`src/rtl/poe_budget_mgr.sv`:
```
module poe_budget_mgr #(
  parameter int NSLOT    = 3,
  parameter int NPORT    = 8,
  parameter int PW       = 13,
  parameter int RW       = 7,
  parameter int SYS_RES  = 400,
  parameter int PORT_MAX = 90
) (
  input  logic                     clk,
  input  logic                     rst_n,
  input  logic [NSLOT-1:0]         psu_present,
  input  logic [NSLOT-1:0]         psu_ok,
  input  logic [2*NSLOT-1:0]       psu_kind,
  input  logic                     redundant,
  input  logic                     req_valid,
  input  logic                     req_release,
  input  logic [$clog2(NPORT)-1:0] req_port,
  input  logic [RW-1:0]            req_watts,
  output logic                     rsp_valid,
  output logic                     rsp_grant,
  output logic                     rsp_hold,
  output logic [PW-1:0]            usable_w,
  output logic [PW-1:0]            poe_share_w,
  output logic [PW-1:0]            alloc_w,
  output logic [PW-1:0]            remain_w,
  output logic                     over_alarm,
  output logic                     shed_req
);

  localparam int CFGW = 4*NSLOT + 1;
  localparam int CNTW = $clog2(NSLOT+1);

  function automatic logic [PW-1:0] unit_w(input logic [1:0] k);
    case (k)
      2'd0:    return PW'(500);
      2'd1:    return PW'(850);
      2'd2:    return PW'(1600);
      default: return '0;
    endcase
  endfunction

  logic [CFGW-1:0] cfg, cfg_q;
  logic [PW-1:0]   pool, big, reserve_c, usable_c, share_c;
  logic [CNTW-1:0] live;
  logic [PW-1:0]   usable_q, share_q, alloc_tot;
  logic [RW-1:0]   alloc [NPORT];
  logic [PW:0]     cand;
  logic            chg, fits, cap_ok, over_c, over_q, shed_q, rel_q;

  assign cfg = {redundant, psu_kind, psu_ok, psu_present};
  assign chg = cfg != cfg_q;

  always_comb begin
    logic [PW-1:0] c;
    pool = '0;
    big  = '0;
    live = '0;
    for (int s = 0; s < NSLOT; s++) begin
      c = (psu_present[s] && psu_ok[s]) ? unit_w(psu_kind[2*s +: 2]) : '0;
      pool = pool + c;
      if (c > big) big = c;
      if (c != '0) live = live + CNTW'(1);
    end
  end

  assign reserve_c = (redundant && live >= CNTW'(2)) ? big : '0;
  assign usable_c  = pool - reserve_c;
  assign share_c   = (usable_c > PW'(SYS_RES)) ? usable_c - PW'(SYS_RES) : '0;

  always_comb begin
    alloc_tot = '0;
    for (int p = 0; p < NPORT; p++) alloc_tot = alloc_tot + PW'(alloc[p]);
  end

  assign cand   = {1'b0, alloc_tot} - (PW+1)'(alloc[req_port]) + (PW+1)'(req_watts);
  assign fits   = cand <= {1'b0, share_q};
  assign cap_ok = req_watts <= RW'(PORT_MAX);
  assign over_c = alloc_tot > share_q;

  always_ff @(posedge clk or negedge rst_n) begin
    if (!rst_n) begin
      cfg_q     <= '0;
      usable_q  <= '0;
      share_q   <= '0;
      rsp_valid <= 1'b0;
      rsp_grant <= 1'b0;
      rsp_hold  <= 1'b0;
      rel_q     <= 1'b0;
      over_q    <= 1'b0;
      shed_q    <= 1'b0;
      for (int p = 0; p < NPORT; p++) alloc[p] <= '0;
    end else begin
      cfg_q     <= cfg;
      usable_q  <= usable_c;
      share_q   <= share_c;
      rsp_valid <= req_valid;
      rsp_grant <= 1'b0;
      rsp_hold  <= 1'b0;
      rel_q     <= req_valid && req_release;
      if (req_valid) begin
        if (req_release) begin
          alloc[req_port] <= '0;
          rsp_grant       <= 1'b1;
        end else if (chg) begin
          rsp_hold <= 1'b1;
        end else if (cap_ok && fits) begin
          alloc[req_port] <= req_watts;
          rsp_grant       <= 1'b1;
        end
      end
      over_q <= over_c;
      shed_q <= over_c && !over_q;
    end
  end

  assign usable_w    = usable_q;
  assign poe_share_w = share_q;
  assign alloc_w     = alloc_tot;
  assign remain_w    = over_c ? '0 : share_q - alloc_tot;
  assign over_alarm  = over_c;
  assign shed_req    = shed_q;

  a_r6_hold_denies: assert property (@(posedge clk) disable iff (!rst_n)
    req_valid && !req_release && (cfg != cfg_q) |=> rsp_hold && !rsp_grant);

  a_r7_grant_fits: assert property (@(posedge clk) disable iff (!rst_n)
    rsp_grant && !rel_q |-> alloc_tot <= share_q);

  a_r8_deny_keeps: assert property (@(posedge clk) disable iff (!rst_n)
    rsp_valid && !rsp_grant |-> $stable(alloc_tot));

  a_r9_release_acked: assert property (@(posedge clk) disable iff (!rst_n)
    req_valid && req_release |=> rsp_valid && rsp_grant);

  a_r10_shed_pulse: assert property (@(posedge clk) disable iff (!rst_n)
    shed_req |=> !shed_req);

  a_r6_one_outcome: assert property (@(posedge clk) disable iff (!rst_n)
    !(rsp_grant && rsp_hold));

  for (genvar p = 0; p < NPORT; p++) begin : g_cap
    a_r7_port_cap: assert property (@(posedge clk) disable iff (!rst_n)
      alloc[p] <= RW'(PORT_MAX));
  end

endmodule

```
`config.mk`:
```
export PLATFORM = sky130hd
export DESIGN_NAME = poe_budget_mgr
export DESIGN_NICKNAME = d
export VERILOG_FILES = /design/src/rtl/poe_budget_mgr.sv
export SDC_FILE = /design/constraint.sdc
export NUM_CORES = 1
export LEC_CHECK = 0
export BUFFER_PORTS_ARGS = -buffer_cell sky130_fd_sc_hd__buf_2
export CORE_ASPECT_RATIO = 0.6
export CORE_MARGIN = 5
export CORE_UTILIZATION = 61
export DETAILED_ROUTE_END_ITERATION = 8
export GPL_ROUTABILITY_DRIVEN = 0
export GPL_TIMING_DRIVEN = 0
export HOLD_SLACK_MARGIN = 0.1
export PLACE_DENSITY = 0.79
export SLEW_MARGIN = 20
export SYNTH_ARGS = -nofsm -noshare
export SYNTH_HDL_FRONTEND = slang
export SYNTH_SLANG_ARGS = --single-unit
```
`constraint.sdc`:
```
create_clock -name clk -period 9.3 [get_ports clk]
set_clock_uncertainty 0.2 [all_clocks]
set_input_delay 1.86 -clock clk [delete_from_list [all_inputs] [get_ports clk]]
set_output_delay 1.86 -clock clk [all_outputs]
set_load 0.01 [all_outputs]
```
# [After elaboration in Yosys (flattened, before gate mapping)]
# Index checks and enable logic that the tools add are counted.
# W data, S select, Z words.
[word_totals] output_inout_bits=57 in_bits=27 wordCells=100 register_bits=100
[op_classes] n_mux=31 eq_ne=8 n_bitwise=3 add_sub_neg=16 order_cmp=10 reduce_logical=16
[op_table] op="$mux W56" n=3
[op_table] op="$mux W13" n=9
[op_table] op="$pmux W11 S3" n=3
[op_table] op="$and A56 B56 Y56" n=1
[op_table] op="$bwmux W56" n=1
[op_table] op="$not A56 Y56" n=1
[op_table] op="$gt A13 B13 Y1" n=3
[op_table] op="$reduce_bool A13 Y1" n=3
[op_table] op="$add A13 B13 Y13" n=2
[op_table] op="$sub A13 B13 Y13" n=2
[op_table] op="$bmux W7 S3" n=1
[op_table] op="$demux W7 S3" n=1
[op_table] op="$mux W7" n=3
[op_table] op="$add A14 B7 Y14" n=1
[op_table] op="$le A14 B13 Y1" n=1
[op_table] op="$sub A13 B7 Y14" n=1
[op_table] op="$add A12 B7 Y13" n=1
[op_table] op="$add A13 B7 Y13" n=1
[op_table] op="$gt A13 B1 Y1 const B" n=1
[op_table] op="$gt A13 B9 Y1 const B" n=1
[op_table] op="$ne A13 B13 Y1" n=1
[op_table] op="$sub A13 B9 Y13 const B" n=1
[op_table] op="$add A11 B7 Y12" n=1
[op_table] op="$add A10 B7 Y11" n=1
[op_table] op="19 further kinds" n=40

# [Longest topological paths before layout]
# Gate-level depths: netlist (run 1).
[depth] depth_word=15 ltp_mapped=35 ltp_nobuf=35

# [Worst setup path after synthesis (run 1)]
# OpenSTA, ideal clock, no wires.
[synth_timing] kind="input to register" start="in psu_ok[0]" end="reg share_q[11], in the netlist poe_share_w[11]" required_ps=8975 stages=33 arrival_time_ps=8514 setup_ps=125 setup_slack_ps=461 path_buffers=1 cell_sequence="and2_1 > clkbuf_1 > nor2b_1 > inv_1 > ha_1 > nor2b_1 > o21a_1 > o21a_1 > o21ai_0 > a21oi_1 > mux2i_1 > ha_1 > nor2b_1 > o21ai_0 > a21oi_1 > a211oi_1 > nor2_1 > a21o_1 > o21ai_0 > fa_1 > inv_1 > fa_1 > inv_1 > ha_1 > inv_1 > fa_1 > o21bai_1 > and3_1 > o31ai_1 > xnor2_1 > nand2_1 > nor2b_1 > mux2_2"
[synth_between] elab_chain_len=14 elab_cells_between_ends=23 cone_classes="add/sub (6); order compare (5); mux (9); reduce/logical (3)"
[synth_lines] item="from (decl)" line_no="12" rtl="input logic [NSLOT-1:0] psu_ok,"
[synth_lines] item="$logic_and A1 B1 Y1 (*)" line_no="59" rtl="c = (psu_present[s] && psu_ok[s]) ? unit_w(psu_kind[2*s +: 2]) : '0;"
[synth_lines] item="$mux W13 (*)" line_no="59"
[synth_lines] item="branches (longest 9 deep; another with $gt A13 B1 Y1)"
[synth_lines] item="$sub A13 B13 Y13 (*)" line_no="67" rtl="assign usable_c = pool - reserve_c;"
[synth_lines] item="$sub A13 B9 Y13 / $gt A13 B9 Y1 (equally long branches)" line_no="68" rtl="assign share_c = (usable_c > PW'(SYS_RES)) ? usable_c - PW'(SYS_RES) : '0;"
[synth_lines] item="$mux W13 (*)" line_no="68"
[synth_lines] item="via share_c[11]" line_no="43" rtl="logic [PW-1:0] pool, big, reserve_c, usable_c, share_c;"
[synth_lines] item="to (signal assigned)" line_no="95" rtl="share_q <= share_c;"
[synth_lines] item="to (decl)" line_no="45" rtl="logic [PW-1:0] usable_q, share_q, alloc_tot;"
# Mark *: on every way through the listed nets, which the timed path passes.
# A chain may end at the register's enable or synchronous reset.

# [Worst setup path after layout (run 1)]
[layout_timing] start="in psu_ok[0]" end="reg share_q[4], in the netlist poe_share_w[4]"
[layout_between] elab_chain_len=14 elab_cells_between_ends=23 cone_classes="add/sub (6); order compare (5); mux (9); reduce/logical (3)"
[layout_lines] item="$logic_and A1 B1 Y1 (*)" line_no="59"
[layout_lines] item="$mux W13 (*)" line_no="59"
[layout_lines] item="branches (longest 9 deep; another with $gt A13 B1 Y1)"
[layout_lines] item="$sub A13 B13 Y13 (*)" line_no="67"
[layout_lines] item="via usable_c[4]" line_no="43"
[layout_lines] item="$sub A13 B9 Y13 / $gt A13 B9 Y1 (equally long branches)" line_no="68"
[layout_lines] item="$mux W13 (*)" line_no="68"
[layout_lines] item="via share_c[4]" line_no="43"
# Marked as above.

==> results of run 1 <==
worst max-delay path: cells and delay by family:
kind                     cells  cell delay, ns
AND/OR/NAND/NOR              8            1.30
multiplexers                 1            0.23
XOR/XNOR                     2            0.62
adder cells (fa/ha/maj)      7            2.31
AO/OA/AOI/OAI               10            1.93
buffers and inverters        6            0.66
state kept, by name, indices dropped and copies added (netlist names):
name and cells:
cfg_q 13, rsp_hold 1, poe_share_w 12, alloc 56
over_q 1, shed_req 1, rsp_grant 1, usable_w 12
rsp_valid 1
per-layer routing:
metal,GRT usage (%),wire length (um)
met5,0,0
met4,5.02,260
met3,9.40,2750
met2,35.7,9160
met1,45.8,12000
cell type report:
class / instances / share of cell area (%)
Buffer: 38 / 2.01
Multi-Input combinational cell: 680 / 58.1
Tap cell: 198 / 2.49
Clock inverter: 5 / 0.452
Timing Repair Buffer: 76 / 4.13
Sequential cell: 98 / 24.6
Clock buffer: 11 / 2.54
Inverter: 149 / 5.62
stage by stage:
stage	area (um2)	setup slack, ns
detailed placement	9600	-0.557
floorplan	8950	0.461
global placement	9560	-0.455
CTS	9920	0.0234
finish	9960	0.420
global route	9960	0.0458
cell families (layout without fill, tap and decap cells):
group | count (synthesis) | in the layout | synth area share, %
other cells | 1 | 5 | 0.0420
buf+inv | 188 | 279 | 8.55
fa+ha+maj | 151 | 151 | 26.3
mux | 17 | 17 | 2.44
xor+xnor | 43 | 43 | 4.30
flops | 98 | 98 | 27.5
simple gates | 243 | 243 | 13.4
compound gates | 221 | 221 | 17.5
cells in the mapped netlist (all sizes together), types with 3 or more instances:
cell type  number
a31o            3
mux4            3
a31oi           5
or3             3
xnor2          32
a21oi          31
o2bb2ai        29
mux2i           6
and3            4
clkbuf         20
o31ai           4
o21ai          46
and2            3
o21bai          5
o311ai         28
dfrtp          98
nand2          71
nand4           6
a22oi           8
a221oi          8
ha             87
inv           149
nor3           11
a21o           18
xor2           11
nand2b         13
a211oi         10
fa             62
a21boi          4
mux2            8
nor2           50
nand3          42
o21a            8
nor2b          26
buf            19
power groups by stage:
| stage | clock [mW] | sequential (mW) | combinational (mW) |
|---|---|---|---|
| floorplan | 0 | 0.551 | 1.22 |
| global placement | 0 | 0.542 | 1.67 |
| detailed placement | 0 | 0.542 | 1.71 |
| CTS | 0.387 | 0.533 | 1.73 |
| global route | 0.402 | 0.541 | 1.96 |
| finish | 0.380 | 0.535 | 1.76 |
path summary, 6_finish.rpt:
check                                           end  slack (ns)  cells after the start
setup / recovery           poe_share_w[4]$_DFF_PN0_        0.42                     34
hold / removal                   shed_req$_DFF_PN0_        0.21                      1
setup reg to reg              alloc[42]$_DFFE_PN0P_        1.18                     28
hold reg to reg                  shed_req$_DFF_PN0_        0.21                      1
max in group asynchronous       cfg_q[11]$_DFF_PN0_        7.08                      2
min in group asynchronous     usable_w[2]$_DFF_PN0_        1.16                      1
repair_timing:
action                     4_1_cts  5_1_grt
setup buffers                    1        0
setup endpoints to repair       11       13
resized for setup                4       10
pin swaps                        1        0
==> impl_metrics.prom, run 1 <==
# TYPE chip_impl_metric gauge
chip_impl_metric{name="grt_residual_overflow",unit=""} 0
chip_impl_metric{name="drc",unit=""} 0
chip_impl_metric{name="critical_path.max_fanout",unit=""} 7
chip_impl_metric{name="die_h",unit="um"} 104
chip_impl_metric{name="period_utilization",unit="%"} 95.5
chip_impl_metric{name="dpl.cell_count",unit=""} 1239
chip_impl_metric{name="hold_violations",unit=""} 0
chip_impl_metric{name="pwr_density_cell",unit="nW/um2"} 269
chip_impl_metric{name="maximum_number_of_pins_on_one_net_before_global_route_repair",unit=""} 74
chip_impl_metric{name="dr_total_vias",unit=""} 7519
chip_impl_metric{name="wire_length_of_the_first_global_routing_pass",unit="mm"} 39.3
chip_impl_metric{name="initial_core_util",unit="%"} 61.9
chip_impl_metric{name="crit_path_max_incr_delay",unit="ns"} 0.48
chip_impl_metric{name="power_frac_clock",unit="%"} 14.2
chip_impl_info{name="timing.rr.start",value="alloc[1]$_DFFE_PN0P_"} 1
chip_impl_info{name="synth.area.top_cells",value="dfrtp_1 (27%), fa_1 (14%), ha_1 (12%)"} 1
chip_impl_info{name="final_common_cell",value="inv_1"} 1
chip_impl_metric{name="tritoncts_buffers",unit=""} 9
chip_impl_metric{name="final_cells",unit=""} 1255
chip_impl_metric{name="yosysTopAreaCellShare",unit="%"} 27.5
chip_impl_metric{name="std_cell_rows",unit=""} 34
chip_impl_metric{name="gate_power_share",unit="%"} 65.8
chip_impl_metric{name="post_detailed_route_wirelength_per_cell",unit="um"} 19.2
chip_impl_metric{name="ys_types",unit=""} 65
chip_impl_metric{name="syn_area",unit="um2"} 8930
chip_impl_metric{name="port_buffers",unit=""} 74
chip_impl_metric{name="syn_avg_cell_area",unit="um2"} 9.28
chip_impl_info{name="startpoint",value="psu_ok[0]"} 1
chip_impl_metric{name="seqPwrFrac",unit="%"} 20.0
chip_impl_metric{name="multi_input_area",unit="um2"} 5790
chip_impl_metric{name="area_taken_by_flip_flops_and_latches",unit="um2"} 2450
chip_impl_metric{name="power.switching_fraction",unit="%"} 46.1
chip_impl_metric{name="fp.dieArea",unit="um2"} 17200
chip_impl_metric{name="total_negative_slack_for_setup_checks",unit="ns"} 0
chip_impl_metric{name="ios",unit=""} 84
chip_impl_info{name="crit_path_start_kind",value="input port"} 1
chip_impl_metric{name="slew_headroom",unit="%"} 43.0
chip_impl_metric{name="grt.total_usage",unit="%"} 28.1
chip_impl_metric{name="fp.dieW",unit="um"} 166
chip_impl_metric{name="area_growth",unit="%"} 11.5
chip_impl_info{name="synth_top_area_cell",value="dfrtp_1"} 1
chip_impl_metric{name="antenna_cells_inserted",unit=""} 0
chip_impl_metric{name="htree_num_levels",unit=""} 3
chip_impl_info{name="run_status",value="completed"} 1
chip_impl_metric{name="yosysSeqAreaShare",unit="%"} 27.5
chip_impl_metric{name="switching_power",unit="mW"} 1.23
chip_impl_metric{name="cts_hold_buf",unit=""} 0
chip_impl_metric{name="dp_hpwl",unit="mm"} 19.5
chip_impl_metric{name="cellLeakagePower",unit="nW"} 4.98
chip_impl_metric{name="drv_cap",unit=""} 0
chip_impl_metric{name="p_total",unit="mW"} 2.68
chip_impl_info{name="cts_tree",value="yes"} 1
chip_impl_metric{name="worst_hold_slack",unit="ns"} 0.214
chip_impl_metric{name="avgViaCountPerCell",unit=""} 5.99
chip_impl_metric{name="post_layout_min_period",unit="ns"} 8.88
chip_impl_metric{name="final_layout_size_suffix_gt1_share",unit="%"} 13.2
chip_impl_metric{name="endpoints_failing_setup",unit=""} 0
chip_impl_metric{name="antenna_left",unit=""} 0
chip_impl_metric{name="core_area",unit="um2"} 14400
chip_impl_metric{name="cp_data_required_time",unit="ns"} 9.31
chip_impl_metric{name="postSynth.asyncResetShare",unit="%"} 100
chip_impl_info{name="hold_path_startpoint",value="over_q$_DFF_PN0_"} 1
chip_impl_metric{name="max_slew.worst_pin.slew",unit="ns"} 0.849
chip_impl_metric{name="max_clock_freq",unit="MHz"} 113
chip_impl_info{name="grt_setup_unrepaired",value="false"} 1
chip_impl_info{name="critPathKind",value="in -> reg"} 1
chip_impl_metric{name="synth_enable_flop_cells",unit=""} 0
chip_impl_info{name="critPathSlowestCell",value="fa_1"} 1
chip_impl_metric{name="register_bit_total_from_synthesis",unit=""} 98
chip_impl_metric{name="timing.critical_path.arrival",unit="ns"} 8.89
chip_impl_metric{name="timing_max_transition_violations_final",unit=""} 0
chip_impl_metric{name="ir_drop",unit="V"} 0.000431
chip_impl_metric{name="vias_in_the_first_global_route",unit=""} 7359
chip_impl_info{name="worst_hold_path_type",value="reg -> reg"} 1
chip_impl_metric{name="final_util",unit="%"} 69.0
chip_impl_metric{name="clk-insertion-delay-late",unit="ns"} 0.35
chip_impl_info{name="layout_common_cells",value="inv_1 (149), dfrtp_1 (98), ha_1 (87)"} 1
chip_impl_metric{name="worst_setup_hold_path_clk_slew",unit="ns"} 0.07
chip_impl_metric{name="fill_cells",unit=""} 1165
chip_impl_info{name="end_kind",value="flip-flop"} 1
chip_impl_metric{name="internal_cell_power",unit="mW"} 1.44
chip_impl_metric{name="nNetsFinal",unit=""} 1228
chip_impl_info{name="synth_top_flop_cell",value="dfrtp_1"} 1
chip_impl_metric{name="drt_first_iter_violations",unit=""} 742
chip_impl_metric{name="finalWirelength",unit="mm"} 24.2
chip_impl_metric{name="antenna_found_initial",unit=""} 0
chip_impl_metric{name="sinks_on_the_clock_net",unit=""} 98
chip_impl_metric{name="ys.warnings.count",unit=""} 0
chip_impl_metric{name="netlist_instances",unit=""} 962
chip_impl_metric{name="cts.path.max_buffers",unit=""} 2
chip_impl_metric{name="first_pass_iters",unit=""} 6
chip_impl_info{name="cts.root.buffer_cell",value="clkbuf_16"} 1
Note: power is estimated with default switching activity, not from simulation.
==> run 2, diff against run 1 <==
--- a/config.mk
+++ b/config.mk
@@ -14,6 +14,7 @@
 export GPL_TIMING_DRIVEN = 0
 export HOLD_SLACK_MARGIN = 0.1
 export PLACE_DENSITY = 0.79
+export SKIP_LAST_GASP = 1
 export SLEW_MARGIN = 20
 export SYNTH_ARGS = -nofsm -noshare
 export SYNTH_HDL_FRONTEND = slang
==> constraint.sdc (replaced) <==
create_clock -name clk -period 10.7 [get_ports clk]
set_clock_uncertainty 0.2 [all_clocks]
set_input_delay 2.14 -clock clk [delete_from_list [all_inputs] [get_ports clk]]
set_output_delay 2.14 -clock clk [all_outputs]
set_load 0.01 [all_outputs]
==> run 2 against run 1 <==
Via count is essentially flat. Die area is the same. Non-clock buffer count is the same. Largest power group unchanged. Highest routed layer unchanged. Combinational power shrank 14%. Power shrank 14%. Wire length shrank 0.94%.
==> impl_metrics.prom, run 2 (synthesized netlist as in run 1, its figures left out) <==
# TYPE chip_impl_metric gauge
chip_impl_metric{name="max_clock_freq",unit="MHz"} 101
chip_impl_metric{name="antenna_cells_inserted",unit=""} 0
chip_impl_metric{name="ios",unit=""} 84
chip_impl_metric{name="post_layout_min_period",unit="ns"} 9.86
chip_impl_metric{name="drt_first_iter_violations",unit=""} 712
chip_impl_info{name="cts.root.buffer_cell",value="clkbuf_16"} 1
chip_impl_info{name="path_delay_family",value="compound AO/OA/AOI/OAI gates"} 1
chip_impl_metric{name="slew_headroom",unit="%"} 46.0
chip_impl_metric{name="timing.reg2reg.worst_path_depth",unit=""} 28
chip_impl_metric{name="power_frac_clock",unit="%"} 14.2
chip_impl_metric{name="grt.total_usage",unit="%"} 28.0
chip_impl_metric{name="fp.dieArea",unit="um2"} 17200
chip_impl_info{name="hold_path_startpoint",value="over_q$_DFF_PN0_"} 1
chip_impl_metric{name="clk-insertion-delay-late",unit="ns"} 0.35
chip_impl_info{name="cts_tree",value="yes"} 1
chip_impl_info{name="crit-reg2reg-capture",value="alloc[24]$_DFFE_PN0P_"} 1
chip_impl_info{name="worst_hold_path_type",value="reg -> reg"} 1
chip_impl_metric{name="total_negative_slack_for_setup_checks",unit="ns"} 0
chip_impl_metric{name="antenna_left",unit=""} 0
chip_impl_info{name="critPathKind",value="in -> reg"} 1
chip_impl_metric{name="final_layout_size_suffix_gt1_share",unit="%"} 12.1
chip_impl_metric{name="dp_hpwl",unit="mm"} 19.5
chip_impl_metric{name="fp.dieW",unit="um"} 166
chip_impl_metric{name="post_cts.repair.setup_buffers",unit=""} 0
chip_impl_metric{name="crit_buf_inv",unit=""} 6
chip_impl_metric{name="avgViaCountPerCell",unit=""} 5.99
chip_impl_metric{name="initial_core_util",unit="%"} 61.9
chip_impl_info{name="crit_path_start_kind",value="input port"} 1
chip_impl_metric{name="drv_cap",unit=""} 0
chip_impl_metric{name="worst_hold_slack",unit="ns"} 0.213
chip_impl_metric{name="crit_path_max_incr_delay",unit="ns"} 0.54
chip_impl_metric{name="vias_in_the_first_global_route",unit=""} 7353
chip_impl_metric{name="gate_power_share",unit="%"} 65.6
chip_impl_metric{name="sinks_on_the_clock_net",unit=""} 98
chip_impl_metric{name="area_growth",unit="%"} 10.8
chip_impl_info{name="run_status",value="completed"} 1
chip_impl_metric{name="cellLeakagePower",unit="nW"} 4.96
chip_impl_info{name="largest_register",value="alloc"} 1
chip_impl_info{name="timing.rr.start",value="alloc[1]$_DFFE_PN0P_"} 1
chip_impl_info{name="final_common_cell",value="inv_1"} 1
chip_impl_info{name="crit_top_cell",value="inv_1"} 1
chip_impl_metric{name="die_h",unit="um"} 104
chip_impl_metric{name="timing_max_transition_violations_final",unit=""} 0
chip_impl_metric{name="worst_setup_hold_path_clk_slew",unit="ns"} 0.07
chip_impl_metric{name="power.switching_fraction",unit="%"} 46.0
chip_impl_metric{name="post_detailed_route_wirelength_per_cell",unit="um"} 19.1
chip_impl_metric{name="drc",unit=""} 0
chip_impl_metric{name="cts_hold_buf",unit=""} 0
chip_impl_metric{name="dr_total_vias",unit=""} 7512
chip_impl_metric{name="first_pass_iters",unit=""} 6
chip_impl_metric{name="pwr_density_cell",unit="nW/um2"} 233
chip_impl_metric{name="switching_power",unit="mW"} 1.06
chip_impl_metric{name="endpoints_failing_setup",unit=""} 0
chip_impl_metric{name="tritoncts_buffers",unit=""} 9
chip_impl_metric{name="finalWirelength",unit="mm"} 23.9
chip_impl_metric{name="nNetsFinal",unit=""} 1228
chip_impl_metric{name="core_area",unit="um2"} 14400
chip_impl_metric{name="hold_violations",unit=""} 0
chip_impl_info{name="layout_common_cells",value="inv_1 (149), dfrtp_1 (98), ha_1 (87)"} 1
chip_impl_info{name="startpoint",value="psu_ok[0]"} 1
chip_impl_metric{name="ir_drop",unit="V"} 0.000375
chip_impl_metric{name="antenna_found_initial",unit=""} 0
chip_impl_metric{name="internal_cell_power",unit="mW"} 1.25
chip_impl_metric{name="htree_num_levels",unit=""} 3
chip_impl_metric{name="wire_length_of_the_first_global_routing_pass",unit="mm"} 39.2
chip_impl_metric{name="cts.path.max_buffers",unit=""} 2
chip_impl_info{name="hold-path-endpoint",value="shed_req$_DFF_PN0_"} 1
chip_impl_metric{name="maximum_number_of_pins_on_one_net_before_global_route_repair",unit=""} 74
chip_impl_metric{name="port_buffers",unit=""} 74
chip_impl_metric{name="largest_reg_flops",unit=""} 56
chip_impl_info{name="biggestRegsByFlops",value="alloc (56), cfg_q (13)"} 1
chip_impl_metric{name="worstHoldPathCells",unit=""} 1
chip_impl_metric{name="grt_residual_overflow",unit=""} 0
chip_impl_metric{name="fill_cells",unit=""} 1170
chip_impl_info{name="critPathSlowestCell",value="a21oi_1"} 1
chip_impl_info{name="end_kind",value="flip-flop"} 1
chip_impl_metric{name="period_utilization",unit="%"} 92.2
chip_impl_metric{name="timing.critical_path.arrival",unit="ns"} 9.88
chip_impl_metric{name="post_cts_resized",unit=""} 0
chip_impl_metric{name="final_util",unit="%"} 68.6
chip_impl_metric{name="cp_data_required_time",unit="ns"} 10.72
chip_impl_metric{name="std_cell_rows",unit=""} 34
chip_impl_info{name="grt_setup_unrepaired",value="false"} 1
chip_impl_metric{name="seqPwrFrac",unit="%"} 20.1
chip_impl_metric{name="critical_path.max_fanout",unit=""} 7
chip_impl_metric{name="max_slew.worst_pin.slew",unit="ns"} 0.805
chip_impl_metric{name="r2r_setup_slack",unit="ns"} 2.60
run 2: cell types whose count changed in the layout (fill, tap and decap cells not counted), sizes merged:
cell    delta
buf        -1
clkbuf     +1
run 2: final cells by class:
type	instances	area, um2	share of cell area, %
Multi-Input combinational cell	680	5730	57.9
Sequential cell	98	2450	24.8
Inverter	149	559	5.65
Timing Repair Buffer	75	404	4.08
Clock buffer	11	253	2.55
Tap cell	198	248	2.50
Buffer	39	204	2.06
Clock inverter	5	45.0	0.455
run 2: how the worst max path moves through the flow:
stage	cells past startpoint	to	slack (ns)
after CTS	34	poe_share_w[8]$_DFF_PN0_	0.90
after floorplan	33	poe_share_w[11]$_DFF_PN0_	1.58
after global routing	34	poe_share_w[6]$_DFF_PN0_	0.14
after detailed placement	34	poe_share_w[8]$_DFF_PN0_	0.56
after global placement	34	poe_share_w[6]$_DFF_PN0_	0.67
final	34	poe_share_w[8]$_DFF_PN0_	0.84
run 2: per-layer routing:
| layer | track usage [%] | part of all wire, % | vias to the layer above | wire length (um) |
|---|---|---|---|---|
| li1 | - | - | 3467 | - |
| met1 | 45.6 | 49 | 3593 | 11700 |
| met2 | 35.6 | 38 | 416 | 8990 |
| met3 | 9.63 | 12 | 36 | 2900 |
| met4 | 5.02 | 1.2 | 0 | 297 |
| met5 | 0 | 0 | - | 0 |
run 2: power by group through the flow:
stage | Sequential, mW | Combinational, mW | Clock (mW)
3_5_place_dp | 0.471 | 1.49 | 0
5_1_grt | 0.470 | 1.69 | 0.349
6_report | 0.465 | 1.52 | 0.329
2_1_floorplan | 0.479 | 1.06 | 0
4_1_cts | 0.464 | 1.50 | 0.336
3_3_place_gp | 0.471 | 1.45 | 0
run 2: per-stage QoR:
step | instance area [um2] | cells | total power [mW] | setup slack [ns]
CTS | 9900 | 1255 | 2.30 | 0.896
finish | 9900 | 1255 | 2.31 | 0.835
global placement | 9560 | 1238 | 1.92 | 0.665
detailed placement | 9600 | 1239 | 1.96 | 0.563
floorplan | 8950 | 966 | 1.54 | 1.58
global route | 9900 | 1255 | 2.51 | 0.139
==> run 3, diff against run 2 <==
--- a/config.mk
+++ b/config.mk
@@ -6,14 +6,16 @@
 export NUM_CORES = 1
 export LEC_CHECK = 0
 export BUFFER_PORTS_ARGS = -buffer_cell sky130_fd_sc_hd__buf_2
+export CELL_PAD_IN_SITES_DETAIL_PLACEMENT = 0
+export CELL_PAD_IN_SITES_GLOBAL_PLACEMENT = 1
 export CORE_ASPECT_RATIO = 0.6
 export CORE_MARGIN = 5
-export CORE_UTILIZATION = 61
+export CORE_UTILIZATION = 51
 export DETAILED_ROUTE_END_ITERATION = 8
 export GPL_ROUTABILITY_DRIVEN = 0
 export GPL_TIMING_DRIVEN = 0
 export HOLD_SLACK_MARGIN = 0.1
-export PLACE_DENSITY = 0.79
+export PLACE_DENSITY = 0.84
 export SKIP_LAST_GASP = 1
 export SLEW_MARGIN = 20
 export SYNTH_ARGS = -nofsm -noshare
==> run 3 against run 2 <==
First-iteration DRC count up 3.8%. Wire length up 4.3%. Register-to-register slack worse by 0.06 ns. Setup slack better by 0.043 ns. Non-clock buffer count up 1. Clock-buffer cell count down 1. Critical path type unchanged. Largest power group unchanged.
==> impl_metrics.prom, run 3 (synthesized netlist as in run 1, its figures left out) <==
# TYPE chip_impl_metric gauge
chip_impl_info{name="biggestRegsByFlops",value="alloc (56), cfg_q (13)"} 1
chip_impl_info{name="path_delay_family",value="compound AO/OA/AOI/OAI gates"} 1
chip_impl_info{name="final_common_cell",value="inv_1"} 1
chip_impl_metric{name="pwr_density_cell",unit="nW/um2"} 234
chip_impl_metric{name="max_clock_freq",unit="MHz"} 102
chip_impl_metric{name="fp.dieW",unit="um"} 181
chip_impl_info{name="run_status",value="completed"} 1
chip_impl_metric{name="max_slew.worst_pin.slew",unit="ns"} 0.925
chip_impl_metric{name="multi_input_area",unit="um2"} 5740
chip_impl_metric{name="preCtsSetupSlack",unit="ns"} 0.284
chip_impl_metric{name="slew_headroom",unit="%"} 37.8
chip_impl_metric{name="fp.dieArea",unit="um2"} 20300
chip_impl_metric{name="sinks_on_the_clock_net",unit=""} 98
chip_impl_metric{name="drc",unit=""} 0
chip_impl_info{name="worst_hold_path_type",value="reg -> reg"} 1
chip_impl_info{name="cts.root.buffer_cell",value="clkbuf_16"} 1
chip_impl_metric{name="internal_cell_power",unit="mW"} 1.24
chip_impl_metric{name="wire_length_of_the_first_global_routing_pass",unit="mm"} 39.9
chip_impl_metric{name="post_detailed_route_wirelength_per_cell",unit="um"} 19.3
chip_impl_metric{name="switching_power",unit="mW"} 1.08
chip_impl_metric{name="grt_residual_overflow",unit=""} 0
chip_impl_metric{name="drt_first_iter_violations",unit=""} 739
chip_impl_metric{name="power.switching_fraction",unit="%"} 46.6
chip_impl_metric{name="vias_in_the_first_global_route",unit=""} 7036
chip_impl_metric{name="gate_power_share",unit="%"} 65.6
chip_impl_metric{name="grt.total_usage",unit="%"} 24.6
chip_impl_metric{name="ir_drop",unit="V"} 0.000184
chip_impl_info{name="critPathKind",value="in -> reg"} 1
chip_impl_metric{name="post_layout_min_period",unit="ns"} 9.82
chip_impl_metric{name="dr_total_vias",unit=""} 7440
chip_impl_info{name="crit_path_start_kind",value="input port"} 1
chip_impl_metric{name="antenna_found_initial",unit=""} 0
chip_impl_metric{name="timing_max_transition_violations_final",unit=""} 0
chip_impl_metric{name="cellLeakagePower",unit="nW"} 4.96
chip_impl_metric{name="total_negative_slack_for_setup_checks",unit="ns"} 0
chip_impl_metric{name="die_h",unit="um"} 113
chip_impl_metric{name="antenna_left",unit=""} 0
chip_impl_metric{name="stdcell_area",unit="um2"} 9950
chip_impl_metric{name="cp_data_required_time",unit="ns"} 10.74
chip_impl_metric{name="dp_hpwl",unit="mm"} 20.5
chip_impl_metric{name="avgViaCountPerCell",unit=""} 5.76
chip_impl_metric{name="std_cell_rows",unit=""} 37
chip_impl_metric{name="area_growth",unit="%"} 11.5
chip_impl_metric{name="final_util",unit="%"} 58.0
chip_impl_info{name="layout_common_cells",value="inv_1 (149), dfrtp_1 (98), ha_1 (87)"} 1
chip_impl_metric{name="port_buffers",unit=""} 74
chip_impl_metric{name="core_area",unit="um2"} 17200
chip_impl_metric{name="period_utilization",unit="%"} 91.8
chip_impl_info{name="cts_tree",value="yes"} 1
chip_impl_metric{name="power_frac_clock",unit="%"} 14.5
chip_impl_metric{name="hold_violations",unit=""} 0
chip_impl_metric{name="seqPwrFrac",unit="%"} 19.9
chip_impl_metric{name="finalWirelength",unit="mm"} 25.0
chip_impl_metric{name="initial_core_util",unit="%"} 52.0
chip_impl_metric{name="final_layout_size_suffix_gt1_share",unit="%"} 12.4
chip_impl_metric{name="crit_path_max_incr_delay",unit="ns"} 0.49
chip_impl_metric{name="crit_buf_inv",unit=""} 6
chip_impl_metric{name="endpoints_failing_setup",unit=""} 0
chip_impl_metric{name="clk-insertion-delay-late",unit="ns"} 0.36
chip_impl_metric{name="nNetsFinal",unit=""} 1229
chip_impl_metric{name="postPlaceCellArea",unit="um2"} 9640
chip_impl_info{name="grt_setup_unrepaired",value="false"} 1
chip_impl_metric{name="ios",unit=""} 84
chip_impl_info{name="critPathSlowestCell",value="fa_1"} 1
chip_impl_metric{name="cts.path.max_buffers",unit=""} 2
chip_impl_metric{name="drv_cap",unit=""} 0
chip_impl_metric{name="fill_cells",unit=""} 1580
chip_impl_metric{name="maximum_number_of_pins_on_one_net_before_global_route_repair",unit=""} 62
chip_impl_metric{name="timing.critical_path.arrival",unit="ns"} 9.86
chip_impl_metric{name="antenna_cells_inserted",unit=""} 0
chip_impl_metric{name="htree_num_levels",unit=""} 3
chip_impl_metric{name="area_taken_by_flip_flops_and_latches",unit="um2"} 2450
chip_impl_metric{name="largest_reg_flops",unit=""} 56
chip_impl_metric{name="p_total",unit="mW"} 2.33
chip_impl_info{name="end_kind",value="flip-flop"} 1
chip_impl_metric{name="tritoncts_buffers",unit=""} 9
chip_impl_metric{name="critical_path.max_fanout",unit=""} 7
chip_impl_metric{name="first_pass_iters",unit=""} 7
chip_impl_metric{name="worst_setup_hold_path_clk_slew",unit="ns"} 0.08
chip_impl_metric{name="timing.final.ws_setup",unit="ns"} 0.879
chip_impl_info{name="largest_register",value="alloc"} 1
run 3: timing repair:
item | in CTS | in global routing
gates resized for setup | 0 | 2
setup buffers | 0 | 1
endpoints found under the setup margin | 0 | 10
hold buffers | 0 | 0
run 3: metal layers:
layer,global-route usage [%],up-vias,share of wire (%),wire [um]
met4,3.63,0,0.65,163
met2,30.2,330,36,9040
met5,0,-,0,0
met1,41.1,3606,53,13200
met3,7.87,21,10,2600
li1,-,3483,-,-
run 3: power groups by stage:
stage,Sequential (mW),Combinational (mW),Clock [mW]
final,0.464,1.53,0.338
after global routing,0.471,1.70,0.356
after CTS,0.463,1.51,0.340
after detailed placement,0.471,1.50,0
after global placement,0.471,1.47,0
after floorplan,0.479,1.06,0
run 3: worst paths after layout:
check                                     startpoint                        end  slack, ns  depth (start not counted)
worst min register to register      over_q$_DFF_PN0_         shed_req$_DFF_PN0_       0.21                          1
worst max register to register  alloc[1]$_DFFE_PN0P_      alloc[22]$_DFFE_PN0P_       2.54                         27
min in group asynchronous                      rst_n      alloc[21]$_DFFE_PN0P_       1.47                          1
worst min-delay path                over_q$_DFF_PN0_         shed_req$_DFF_PN0_       0.21                          1
max in group asynchronous                      rst_n         cfg_q[0]$_DFF_PN0_       8.17                          2
worst max-delay path                  psu_present[0]  poe_share_w[11]$_DFF_PN0_       0.88                         34
run 3: layout make-up:
class | count | share of cell area [%]
Buffer | 39 | 2.05
Clock buffer | 10 | 2.40
Clock inverter | 6 | 0.566
Inverter | 149 | 5.62
Multi-Input combinational cell | 680 | 57.7
Sequential cell | 98 | 24.6
Tap cell | 234 | 2.94
Timing Repair Buffer | 76 | 4.14
run 3: through the flow:
stage / hold slack [ns] / instances
after floorplan: 0.178 / 966
after global routing: 0.225 / 1292
final: 0.210 / 1292
after CTS: 0.212 / 1291
after global placement: 0.193 / 1274
after detailed placement: 0.202 / 1275
run 3: worst register-to-register path, delay by kind of cell, from the launching register on:
family / cells / cell delay (ns)
AO/OA/AOI/OAI: 8 / 1.90
adder cells (fa/ha/maj): 9 / 3.88
multiplexers: 1 / 0.25
flip-flops: 1 / 0.43
buffers and inverters: 4 / 0.40
XOR/XNOR: 2 / 0.61
AND/OR/NAND/NOR: 3 / 0.44
